### src/rtl/msrg_pkg.sv
// Package msrg_pkg: shared constants and the state type for the intercept checker.
// Assumes 1-KByte quadrants inside a 4-KByte bitmap and one bit per register index.
package msrg_pkg;
    localparam int SPAN_BITS = 13;                       // index bits covered per window
    localparam int PAGE_BITS = 12;                       // 4-KByte bitmap alignment
    localparam logic [31:0] HIGH_FIRST = 32'hC000_0000;  // first index of the high window

    typedef enum logic [1:0] {
        ST_IDLE  = 2'd0,
        ST_FETCH = 2'd1,
        ST_RESP  = 2'd2
    } msrg_state_e;
endpackage

### src/rtl/msrg_locate.sv
// Module msrg_locate: combinational address math for one request.
// It classifies the index into the low or high window, checks the base alignment,
// and forms the byte address and bit select inside the bitmap.
// Assumes the base is only used when base_ok is 1, so the offset can be OR-ed in.
module msrg_locate #(
    parameter int ADDR_W = 32,
    parameter int IDX_W  = 32
) (
    input  logic [IDX_W-1:0]  index,
    input  logic              is_write,
    input  logic [ADDR_W-1:0] base,
    output logic [ADDR_W-1:0] byte_addr,
    output logic [2:0]        bit_sel,
    output logic              in_range,
    output logic              base_ok
);
    import msrg_pkg::*;

    localparam int HI_W = IDX_W - SPAN_BITS;
    localparam logic [IDX_W-1:0] HI_FIRST = IDX_W'(HIGH_FIRST);

    logic [HI_W-1:0]      upper;
    logic                 is_low;
    logic                 is_high;
    logic [PAGE_BITS-1:0] offset;

    // Window classification from the index bits above the covered span.
    always_comb begin
        upper   = index[IDX_W-1:SPAN_BITS];
        is_low  = (upper == '0);
        is_high = (upper == HI_FIRST[IDX_W-1:SPAN_BITS]);
        in_range = is_low | is_high;
    end

    // Quadrant select {direction, window} followed by the byte within the quadrant.
    always_comb begin
        offset    = {is_write, is_high, index[SPAN_BITS-1:3]};
        bit_sel   = index[2:0];
        base_ok   = (base[PAGE_BITS-1:0] == '0);
        byte_addr = {base[ADDR_W-1:PAGE_BITS], offset};
    end
endmodule

### src/rtl/msrg_seq.sv
// Module msrg_seq: request sequencer for the intercept checker.
// It accepts one request while idle and either answers at once (no bitmap needed)
// or issues one byte read, waits for the data and answers from the selected bit.
// Assumes the memory returns exactly one response per accepted read, after acceptance.
module msrg_seq #(
    parameter int ADDR_W = 32
) (
    input  logic              clk,
    input  logic              rst_n,
    input  logic              req_valid,
    output logic              req_ready,
    input  logic              need_fetch,
    input  logic              pre_err,
    input  logic [ADDR_W-1:0] fetch_addr,
    input  logic [2:0]        fetch_bit,
    output logic              mem_req_valid,
    input  logic              mem_req_ready,
    output logic [ADDR_W-1:0] mem_req_addr,
    input  logic              mem_rsp_valid,
    input  logic [7:0]        mem_rsp_data,
    input  logic              mem_rsp_err,
    output logic              rsp_valid,
    input  logic              rsp_ready,
    output logic              rsp_trap,
    output logic              rsp_err
);
    import msrg_pkg::*;

    msrg_state_e       state;
    logic              sent;
    logic [ADDR_W-1:0] addr_q;
    logic [2:0]        bit_q;
    logic              trap_q;
    logic              err_q;

    // State, captured request fields and the registered decision.
    always_ff @(posedge clk) begin
        if (!rst_n) begin
            state  <= ST_IDLE;
            sent   <= 1'b0;
            addr_q <= '0;
            bit_q  <= '0;
            trap_q <= 1'b0;
            err_q  <= 1'b0;
        end else begin
            case (state)
                ST_IDLE: begin
                    if (req_valid) begin
                        addr_q <= fetch_addr;
                        bit_q  <= fetch_bit;
                        sent   <= 1'b0;
                        if (need_fetch) begin
                            state <= ST_FETCH;
                        end else begin
                            trap_q <= 1'b1;
                            err_q  <= pre_err;
                            state  <= ST_RESP;
                        end
                    end
                end
                ST_FETCH: begin
                    if (mem_req_valid && mem_req_ready) begin
                        sent <= 1'b1;
                    end
                    if (sent && mem_rsp_valid) begin
                        trap_q <= mem_rsp_err | mem_rsp_data[bit_q];
                        err_q  <= mem_rsp_err;
                        state  <= ST_RESP;
                    end
                end
                ST_RESP: begin
                    if (rsp_ready) begin
                        state <= ST_IDLE;
                    end
                end
                default: state <= ST_IDLE;
            endcase
        end
    end

    // Handshake outputs decoded from the state.
    always_comb begin
        req_ready     = (state == ST_IDLE);
        mem_req_valid = (state == ST_FETCH) && !sent;
        mem_req_addr  = addr_q;
        rsp_valid     = (state == ST_RESP);
        rsp_trap      = trap_q;
        rsp_err       = err_q;
    end

    // a pending decision stays put until taken.
    a_r8_rsp_hold: assert property (@(posedge clk) disable iff (!rst_n)
        rsp_valid && !rsp_ready |=> rsp_valid && $stable(rsp_trap) && $stable(rsp_err));

    // a pending read keeps its address until accepted.
    a_r9_mem_hold: assert property (@(posedge clk) disable iff (!rst_n)
        mem_req_valid && !mem_req_ready |=> mem_req_valid && $stable(mem_req_addr));

    // never idle-ready while a read or decision is outstanding.
    a_r9_exclusive: assert property (@(posedge clk) disable iff (!rst_n)
        req_ready |-> !mem_req_valid && !rsp_valid);

    // a request that needs no bitmap is answered next cycle as a trap.
    a_r4_skip_fetch: assert property (@(posedge clk) disable iff (!rst_n)
        req_valid && req_ready && !need_fetch |=> rsp_valid && rsp_trap && !mem_req_valid);

    // a misaligned base yields an error trap.
    a_r3_misalign_err: assert property (@(posedge clk) disable iff (!rst_n)
        req_valid && req_ready && pre_err |=> rsp_err && rsp_trap);
endmodule

### src/rtl/msrg_top.sv
// Module msrg_top: model-specific-register access intercept checker.
// It combines the address math with the sequencer and forms the early-exit conditions
// (filtering disabled, misaligned base, index outside both windows).
// Assumes the requester holds its request fields stable while req_valid is 1.
module msrg_top #(
    parameter int ADDR_W = 32,
    parameter int IDX_W  = 32
) (
    input  logic              clk,
    input  logic              rst_n,
    input  logic              req_valid,
    output logic              req_ready,
    input  logic [IDX_W-1:0]  req_index,
    input  logic              req_write,
    input  logic              req_bm_en,
    input  logic [ADDR_W-1:0] req_base,
    output logic              mem_req_valid,
    input  logic              mem_req_ready,
    output logic [ADDR_W-1:0] mem_req_addr,
    input  logic              mem_rsp_valid,
    input  logic [7:0]        mem_rsp_data,
    input  logic              mem_rsp_err,
    output logic              rsp_valid,
    input  logic              rsp_ready,
    output logic              rsp_trap,
    output logic              rsp_err
);
    logic [ADDR_W-1:0] byte_addr;
    logic [2:0]        bit_sel;
    logic              in_range;
    logic              base_ok;
    logic              need_fetch;
    logic              pre_err;

    msrg_locate #(.ADDR_W(ADDR_W), .IDX_W(IDX_W)) u_locate (
        .index     (req_index),
        .is_write  (req_write),
        .base      (req_base),
        .byte_addr (byte_addr),
        .bit_sel   (bit_sel),
        .in_range  (in_range),
        .base_ok   (base_ok)
    );

    // Early-exit decode: a read is needed only for an enabled, aligned, covered request.
    always_comb begin
        need_fetch = req_bm_en && base_ok && in_range;
        pre_err    = req_bm_en && !base_ok;
    end

    msrg_seq #(.ADDR_W(ADDR_W)) u_seq (
        .clk           (clk),
        .rst_n         (rst_n),
        .req_valid     (req_valid),
        .req_ready     (req_ready),
        .need_fetch    (need_fetch),
        .pre_err       (pre_err),
        .fetch_addr    (byte_addr),
        .fetch_bit     (bit_sel),
        .mem_req_valid (mem_req_valid),
        .mem_req_ready (mem_req_ready),
        .mem_req_addr  (mem_req_addr),
        .mem_rsp_valid (mem_rsp_valid),
        .mem_rsp_data  (mem_rsp_data),
        .mem_rsp_err   (mem_rsp_err),
        .rsp_valid     (rsp_valid),
        .rsp_ready     (rsp_ready),
        .rsp_trap      (rsp_trap),
        .rsp_err       (rsp_err)
    );

    // with filtering off no read follows acceptance.
    a_r2_no_read_off: assert property (@(posedge clk) disable iff (!rst_n)
        req_valid && req_ready && !req_bm_en |=> !mem_req_valid);
endmodule

### config.mk
export PLATFORM = sky130hd
export DESIGN_NAME = msrg_top
export DESIGN_NICKNAME = d
export VERILOG_FILES = /design/src/rtl/msrg_pkg.sv /design/src/rtl/msrg_locate.sv /design/src/rtl/msrg_seq.sv /design/src/rtl/msrg_top.sv
export SDC_FILE = /design/constraint.sdc
export NUM_CORES = 1
export LEC_CHECK = 0
export BUFFER_PORTS_ARGS = -buffer_cell sky130_fd_sc_hd__buf_2
export CELL_PAD_IN_SITES_DETAIL_PLACEMENT = 0
export CELL_PAD_IN_SITES_GLOBAL_PLACEMENT = 1
export CORE_ASPECT_RATIO = 1.4
export CORE_MARGIN = 5
export CORE_UTILIZATION = 29
export CTS_BUF_LIST = sky130_fd_sc_hd__clkbuf_4
export CTS_CLUSTER_SIZE = 16
export DETAILED_ROUTE_END_ITERATION = 7
export PLACE_DENSITY = 0.94
export SLEW_MARGIN = 20
export SYNTH_ARGS = -nofsm -noshare
export SYNTH_HDL_FRONTEND = slang
export SYNTH_SLANG_ARGS = --single-unit
export TNS_END_PERCENT = 20
### constraint.sdc
create_clock -name clk -period 2.11 [get_ports clk]
set_clock_uncertainty 0.05 [all_clocks]
set_input_delay 0.5275 -clock clk [delete_from_list [all_inputs] [get_ports clk]]
set_output_delay 0.5275 -clock clk [all_outputs]
set_load 0.01 [all_outputs]
# Word-level counts from Yosys, hierarchy flattened
# Index checks and enable logic that the tools add are counted.
# op_classes
muxes,18
order_cmp,1
eq_ne,8
reduce_logical,16
bitwise,2
# op_table
operator,n
$eq 19x19->1 const B,1
$logic_not 19->1,1
$logic_not 12->1,1
$mux 1,9
$mux 2,4
$logic_and 1x1->1,6
$ne 2x1->1 const B,3
$pmux 1 s2,3
$pmux 2 s3,1
$reduce_and 3->1,2
$lt 3x4->1 const B,1
$ne 2x2->1 const B,2
$reduce_and 4->1,1
$bmux 1 s3,1
$eq 2x1->1 const B,1
$eq 2x2->1 const B,1
$logic_not 1->1,2
$logic_not 2->1,1
$or 1x1->1,2
$reduce_and 2->1,1
$reduce_bool 2->1,1
# word_totals
output_inout_bits,37
input_bits,81
word_cells,51
regBits,40

# Depth between registers and ports, before layout
# Gate-level depths: netlist of run 1.
# logic_depth
ltp_word,6
ltp_mapped,7
ltp_nobuf,5

# Modules after synthesis
# Synthesis of run 1 repeated with hierarchy kept, for this count alone.
# hier_totals
hier_cells,239
area_unflattened_um2,2003.2
# modules_own_cells
module,area_per_inst_um2,seq_area_each_um2,cells_per_inst,instances
msrg_seq,1640.3,800.8,187,1
msrg_locate,346.6,0.0,50,1
msrg_top,16.3,0.0,2,1

# Worst setup path before layout of run 1
# No wires, ideal clock.
# synth_timing
path_kind,in2reg
startpoint,input req_index[25]
endpoint,register u_seq.trap_q (netlist: u_seq.rsp_trap)
path_buffers,0
stages,4
arrival_ps,1560
required_ps,1944
setup_ps,116
slack_ps,384
path_cell_list,or3_1 > nor4_4 > nor3_2 > o211a_1
# synth_via
elab_chain_cells,5
word_cells_on_any_way,6
classes_between,eq/ne: 2; bitwise: 1; reduce/logical: 3
# synth_lines
element,line,source
start: declaration,msrg_top.sv:13,"input logic [IDX_W-1:0] req_index,"
$eq 19x19->1 or $logic_not 19->1 (tied branches),"msrg_locate.sv:31, msrg_locate.sv:30",
$or 1x1->1 *,msrg_locate.sv:32,in_range = is_low | is_high;
$logic_and 1x1->1 *,msrg_top.sv:47,need_fetch = req_bm_en && base_ok && in_range;
$ne 2x2->1 (no line) *,n/a,
$reduce_and 4->1 (no line) *,n/a,
end signal: assignment,msrg_seq.sv:66,trap_q <= mem_rsp_err | mem_rsp_data[bit_q];
end: declaration,msrg_seq.sv:33,logic trap_q;
# Mark *: on every way between the ends. The rest lies on a longest branch, timed or not.
# A chain may end at the register's enable or synchronous reset.

# Final worst setup path of run 1
# layout_timing
startpoint,register u_seq.state[0]
endpoint,output mem_req_valid
# layout_via
elab_chain_cells,2
# layout_lines
element,line,source
start: declaration,msrg_seq.sv:29,msrg_state_e state;
start signal: assignment,msrg_seq.sv:39,state <= ST_IDLE;
start signal: assignment,msrg_seq.sv:53,state <= ST_FETCH;
start signal: assignment,msrg_seq.sv:57,state <= ST_RESP;
$eq 2x1->1,msrg_seq.sv:84,mem_req_valid = (state == ST_FETCH) && !sent;
$logic_and 1x1->1,msrg_seq.sv:84,
end: declaration,msrg_top.sv:17,"output logic mem_req_valid,"
# Every way passes these cells.

==> results of run 1 <==
-- worst max-delay path, delay by kind of cell (launching register included) --
family | cells | cell delay [ps]
and+or+nand+nor | 2 | 290
DFF | 1 | 490
buffers and inverters | 1 | 160
-- sequential cells by signal (all words and copies together) (netlist names) --
register / count
u_seq.bit_q: 3
u_seq.mem_req_addr: 32
u_seq.rsp_err: 1
u_seq.rsp_trap: 1
u_seq.sent: 1
u_seq.state: 2
-- through the flow --
| step | instance area [um2] | hold slack (ps) | instances | utilization [%] |
|---|---|---|---|---|
| final | 2440 | 369 | 386 | 41.9 |
| after detailed placement | 2370 | 397 | 378 | 40.6 |
| after global placement | 2370 | 390 | 378 | 40.6 |
| after CTS | 2440 | 344 | 386 | 41.9 |
| after global routing | 2440 | 339 | 386 | 41.9 |
| after floorplan | 1730 | 407 | 199 | - |
-- power breakdown --
part,total (mW),switching [mW],internal [mW]
Combinational,0.273,0.136,0.137
Sequential,0.823,0.0234,0.799
Clock,0.486,0.244,0.242
-- routing by layer --
| layer | vias up | routed length, um |
|---|---|---|
| met3 | 7 | 474 |
| met5 | - | 0 |
| met2 | 81 | 2470 |
| met4 | 0 | 50 |
| met1 | 795 | 1860 |
| li1 | 907 | - |
-- cells in the final DEF (no fill, tap or decap), types with 3 or more instances in the layout --
cell type | netlist | final
nor2b_1 | 3 | 3
a21boi_1 | 3 | 3
buf_4 | 4 | 4
nor4_2 | 3 | 3
clkbuf_4 | 0 | 5
buf_2 | 2 | 117
nor4_1 | 3 | 3
a21boi_0 | 32 | 32
dfxtp_1 | 40 | 40
nor2_1 | 4 | 4
nand2_1 | 74 | 74
-- cell families (layout without fill, tap and decap cells) --
family | Yosys count | count (layout) | share of synthesized area [%]
muxes | 5 | 5 | 4.42
AOI/OAI and AO/OA | 43 | 43 | 18.9
xor gates and xnor gates | 1 | 1 | 0.508
DFF | 40 | 40 | 46.4
and+or+nand+nor | 98 | 98 | 26.1
buffers and inverters | 12 | 129 | 3.63
-- final cells by class --
class	count	area [um2]
Clock inverter	3	37.5
Timing Repair Buffer	121	616
Tap cell	70	87.6
Multi-Input combinational cell	147	862
Sequential cell	40	801
Fill cell	600	3380
Clock buffer	5	37.5
-- final timing paths --
check | start | end
worst max register to register | u_seq.state[0]$_SDFFE_PN0P_ | u_seq.rsp_trap$_SDFFE_PN0P_
worst max-delay path | u_seq.state[0]$_SDFFE_PN0P_ | mem_req_valid
worst min register to register | u_seq.mem_req_addr[9]$_SDFFE_PN0P_ | u_seq.mem_req_addr[9]$_SDFFE_PN0P_
worst min-delay path | req_base[29] | u_seq.mem_req_addr[29]$_SDFFE_PN0P_
==> metrics.md, run 1 <==
| Metric | Value |
|---|---|
| Main flop type after synthesis | dfxtp_1 |
| Synth warn | 0 |
| CTS resizes | 0 |
| Leakage Power | 1.16 nW |
| Final worst slack | 261 ps |
| Die Area | 7610 um2 |
| Clock insertion delay at the later pin of the skew report | 340 ps |
| Post CTS Setup Buffer Count | 0 |
| Post-synth ARST share | 0% |
| Vias in the first global route | 1830 |
| GR met1 Demand/Resource | 14.4% |
| Synthesized area | 1730 um2 |
| Max VDD drop | 0.337 mV |
| Inserted Diodes | 0 |
| Port buffer count | 117 |
| Top-count cell post-synth | nand2_1 |
| CTS Sinks | 40 |
| CP Capture Type | output port |
| Vias per inst | 4.64 |
| Slowest-stage cell, CP | dfxtp_1 |
| Initial Util | 29.6% |
| Detailed Place HPWL | 3850 um |
| Final nets | 396 |
| CP Data Required Time | 1530 ps |
| Largest net degree at the start of global routing | 37 |
| Slew @ Worst Pin | 447 ps |
| Total gr overflow | 0 |
| Height of the die | 101 um |
| Drt wl/cell | 12.6 um |
| Post-synthesis cell type count | 31 |
| Syn nets | 280 |
| Final period util | 87.6% |
| Sequential share of the synthesized area | 46.4% |
| Area growth syn-to-layout | 41.5% |
| WS Path Type | register to output port |
| Io pins | 118 |
| Mapped Cells | 199 |
| Crit start category | register |
| DRT Wirelength | 4860 um |
| Crit Path Max Fanout | 9 |
| EDFF count, synth | 0 |
| Largest area contributor in the netlist | dfxtp_1 |
| First-pass GRT wire length | 7980 um |
| Hold depth | 3 |
| Met2 usage | 24.0% |
| Initial antenna violation count | 0 |
| Most Crowded Layer GR | met2 |
| CP Cell Sequence | nand2b_1 -> nor2_1 -> buf_2 |
| Final ANT Viol Nets | 0 |
| TritonCTS Buffers | 5 |
| Reg2reg path depth | 5 |
| Min Tclk post-route | 1850 ps |
| Flop2flop setup slack | 610 ps |
| Max Clock Freq | 541 MHz |
| RSZ-0062 raised after global routing | no |
| Syn Area/Cell | 8.67 um2 |
| Area fraction of the dominant cell type after synthesis | 46.4% |
| Placement Setup Slack | 180 ps |
| Synth top cells by count | nand2_1, dfxtp_1, a21boi_0 |
| TritonRoute pass-1 iters | 4 |
| CTS hold repair buffers | 0 |
| Overall power consumption | 1.58 mW |
| Final setup fails | 0 |
| Row count | 33 |
| Tightest Hold Check Type | primary input to register |
| Gr usage total | 13.4% |
| Final setup TNS | 0 ps |
| CTS tree | built |
| Max-slew violations | 0 |
| Routed via count | 1790 |
| CP max stage delay | 490 ps |
| Yosys reg bits | 40 |
| Initial DRC Count | 44 |
| Root Buffer | clkbuf_4 |
| Hold Vio Cnt, Final | 0 |
| Clk pin slew, worst setup/hold paths | 120 ps |
| Clock Tree Buf Depth | 2 |
| Ranking of synthesized cells by area | dfxtp_1, nand2_1, a21boi_0, mux4_2, nor4_2 |
| Max-slew headroom | 70.2% |
| Layout cells sized above 1 | 43.0% |
| Die width | 75.2 um |
| Critical Path AT | 1270 ps |
| Core area | 5820 um2 |
| Gpl congestion | 0.767 |
| Max Cap Violations | 0 |
| # H-tree levels | 2 |
| GR Util met3 | 4.47% |
| DRC viols | 0 |
| Pwr/cell area | 648 nW/um2 |
| Status | completed |
Power figures use the tool's default switching activity.
==> run 2, diff against run 1 <==
Settings changed: ABC_AREA set to 1, CORE_UTILIZATION 29 to 27, PLACE_DENSITY 0.94 to not set, PLACE_DENSITY_LB_ADDON set to 0.1.
==> run 2 against run 1 <==
Compared with the run above: power grew 5.3%; largest power group unchanged; final cell count increased by 15%; die area rose by 6.7%; first-iteration DRC count is 6.8% lower.
==> metrics.md, run 2 <==
| Metric | Value |
|---|---|
| Gpl congestion | 0.765 (-0.20%) |
| Hold depth | 3 (unchanged) |
| Largest area contributor in the netlist | dfxtp_1 |
| CP Cell Sequence | nand2_2 -> nor2_1 -> buf_2 |
| Status | completed |
| Initial Util | 27.8% (-1.8 points) |
| First-pass GRT wire length | 8510 um (+6.7%) |
| Instance count on the critical path | 3 (unchanged) |
| Yosys reg bits | 40 (unchanged) |
| Sequential cell area | 801 um2 (unchanged) |
| Core area | 6210 um2 (+6.7%) |
| Area growth syn-to-layout | 40.6% |
| RSZ-0062 raised after global routing | no |
| Initial DRC Count | 41 (-6.8%) |
| Mapped Cells | 256 (+29%) |
| CTS tree | built |
| CTS Sinks | 40 (unchanged) |
| Total gr overflow | 0 (unchanged) |
| Clk pin slew, worst setup/hold paths | 120 ps (about the same) |
| Die width | 77.6 um (+3.2%) |
| Top-count cell post-synth | nor2_1 |
| Post-synth ARST share | 0% (unchanged) |
| Io pins | 118 (unchanged) |
| Flop2flop setup slack | 560 ps (-50 ps) |
| Reg2reg path depth | 4 (-1) |
| Crit start category | register |
| Min Tclk post-route | 1830 ps (-19.0 ps) |
| Final worst slack | 280 ps (+19.0 ps) |
| Post-synthesis cell type count | 19 (-39%) |
| Syn nets | 337 (+20%) |
| Height of the die | 105 um (+3.3%) |
| Max-slew violations | 0 (unchanged) |
| Slowest-stage cell, CP | dfxtp_1 |
| Synth warn | 0 (unchanged) |
| Drt wl/cell | 11.9 um (-5.6%) |
| Detailed Place HPWL | 3970 um (+3.2%) |
| Vias in the first global route | 1926 (+5.2%) |
| Multi-input gate area | 813 um2 (-5.7%) |
| DRC viols | 0 (unchanged) |
| Row count | 34 (+3.0%) |
| Largest register FFs | 32 (unchanged) |
| Post CTS Setup Buffer Count | 0 (unchanged) |
| Slew @ Worst Pin | 647 ps (+201 ps) |
| Die Area | 8120 um2 (+6.7%) |
| # H-tree levels | 2 (unchanged) |
| Filler cell count | 700 (+17%) |
| TritonRoute pass-1 iters | 4 (unchanged) |
| Largest net degree at the start of global routing | 40 (+8.1%) |
| Syn Area/Cell | 6.75 um2 (-22%) |
| Final period util | 86.7% (-0.90 points) |
| Main flop type after synthesis | dfxtp_1 |
| Max-slew headroom | 56.8% (-13 points) |
| Worst path bufs/invs | 1 (unchanged) |
| Most common cell after layout, fill and taps aside | buf_2 |
| Root Buffer | clkbuf_4 |
| Vias per inst | 4.43 (-4.4%) |
| Initial antenna violation count | 0 (unchanged) |
| Critical Path AT | 1250 ps (-20 ps) |
| Port buffer count | 117 (unchanged) |
| TritonCTS Buffers | 5 (unchanged) |
| Clock Tree Buf Depth | 2 (unchanged) |
| CTS hold repair buffers | 0 (unchanged) |
| Final nets | 451 (+14%) |
| Pwr/cell area | 686 nW/um2 (+5.8%) |
| Final setup fails | 0 (unchanged) |
| Max Clock Freq | 546 MHz (+1.0%) |
| Leakage Power | 1.28 nW (+11%) |
| CP Data Required Time | 1530 ps (about the same) |
| CP top delay family | flip-flops |
| Final setup TNS | 0 ps (unchanged) |
| Layout cells sized above 1 | 35.3% (-7.7 points) |
| Max Cap Violations | 0 (unchanged) |
| Placement Setup Slack | 293 ps (+113 ps) |
| Max VDD drop | 0.412 mV (+22%) |
| Final ANT Viol Nets | 0 (unchanged) |
| Tightest Hold Check Type | primary input to register |
| Most frequent cells in the layout | buf_2, nor2_1, dfxtp_1 |
| Crit Path Max Fanout | 5 (-4) |
| WS Path Type | register to output port |
| CP Capture Type | output port |
| Area fraction of the dominant cell type after synthesis | 46.3% (-0.067 points) |
| Synth top cells by count | nor2_1, dfxtp_1, o21ai_0 |
| Sequential share of the synthesized area | 46.3% (-0.067 points) |
| Ranking of synthesized cells by area | dfxtp_1, nor2_1, o21ai_0, nand2_1, a21oi_1 |
| Hold Vio Cnt, Final | 0 (unchanged) |
| Synthesized area | 1730 um2 (+0.15%) |
| Routed via count | 1963 (+9.7%) |
| Gr usage total | 12.7% (-0.68 points) |
| EDFF count, synth | 0 (unchanged) |
| CTS resizes | 0 (unchanged) |
| DRT Wirelength | 5270 um (+8.3%) |
| Inserted Diodes | 0 (unchanged) |
| Clock insertion delay at the later pin of the skew report | 330 ps (about the same) |
| CP max stage delay | 480 ps (about the same) |
run 2: logic make-up (layout without fill, tap and decap cells):
family | Yosys count | count (layout) | share of synthesized area, %
and+or+nand+nor | 145 | 145 | 33.4
AOI/OAI and AO/OA | 46 | 46 | 13.7
DFF | 40 | 40 | 46.3
buffers and inverters | 25 | 140 | 6.59
run 2: metrics by stage:
stage | hold slack (ps) | cells | cell area, um2 | power [mW] | utilization, %
2_1_floorplan | 394 | 256 | 1730 | 1.03 | -
3_5_place_dp | 418 | 435 | 2350 | 1.19 | 37.8
6_report | 354 | 443 | 2430 | 1.67 | 39.1
5_1_grt | 331 | 443 | 2430 | 1.79 | 39.1
4_1_cts | 330 | 443 | 2430 | 1.70 | 39.1
3_3_place_gp | 416 | 435 | 2350 | 1.19 | 37.8
run 2: area by class of cell:
cell class	count	share of cell area [%]
inverters	14	2.16
clock inverters	2	1.44
multi-input cells	191	33.5
well taps	72	3.71
flip-flops and latches	40	33.0
repair buffers	118	24.4
clock buffers	6	1.85
run 2: metal layers:
layer / routed length [um] / GRT usage [%]
met1: 2040 / 13.3
met2: 2630 / 23.1
met3: 515 / 4.56
met4: 72 / 4.05
met5: 0 / 0
run 2: power breakdown:
group / internal [mW] / switching (mW) / leakage (nW) / total, mW
sequential: 0.817 / 0.0305 / 0.331 / 0.847
clock: 0.261 / 0.241 / 0.0456 / 0.502
combinational: 0.142 / 0.175 / 0.907 / 0.317
total: 1.22 / 0.446 / 1.28 / 1.67
run 2: final timing paths:
check                                   start                                 end
hold reg to reg   u_seq.bit_q[2]$_SDFFE_PN0P_         u_seq.bit_q[2]$_SDFFE_PN0P_
hold / removal                   req_index[7]  u_seq.mem_req_addr[4]$_SDFFE_PN0P_
setup / recovery  u_seq.state[0]$_SDFFE_PN0P_                       mem_req_valid
setup reg to reg  u_seq.state[0]$_SDFFE_PN0P_         u_seq.bit_q[0]$_SDFFE_PN0P_
run 2: worst reg2reg max path, cell delays in order, from the launching register on:
cell     delay (ps)
dfxtp_1         390
nor3_4          340
inv_2           340
o21ai_0         250
a21oi_1          60
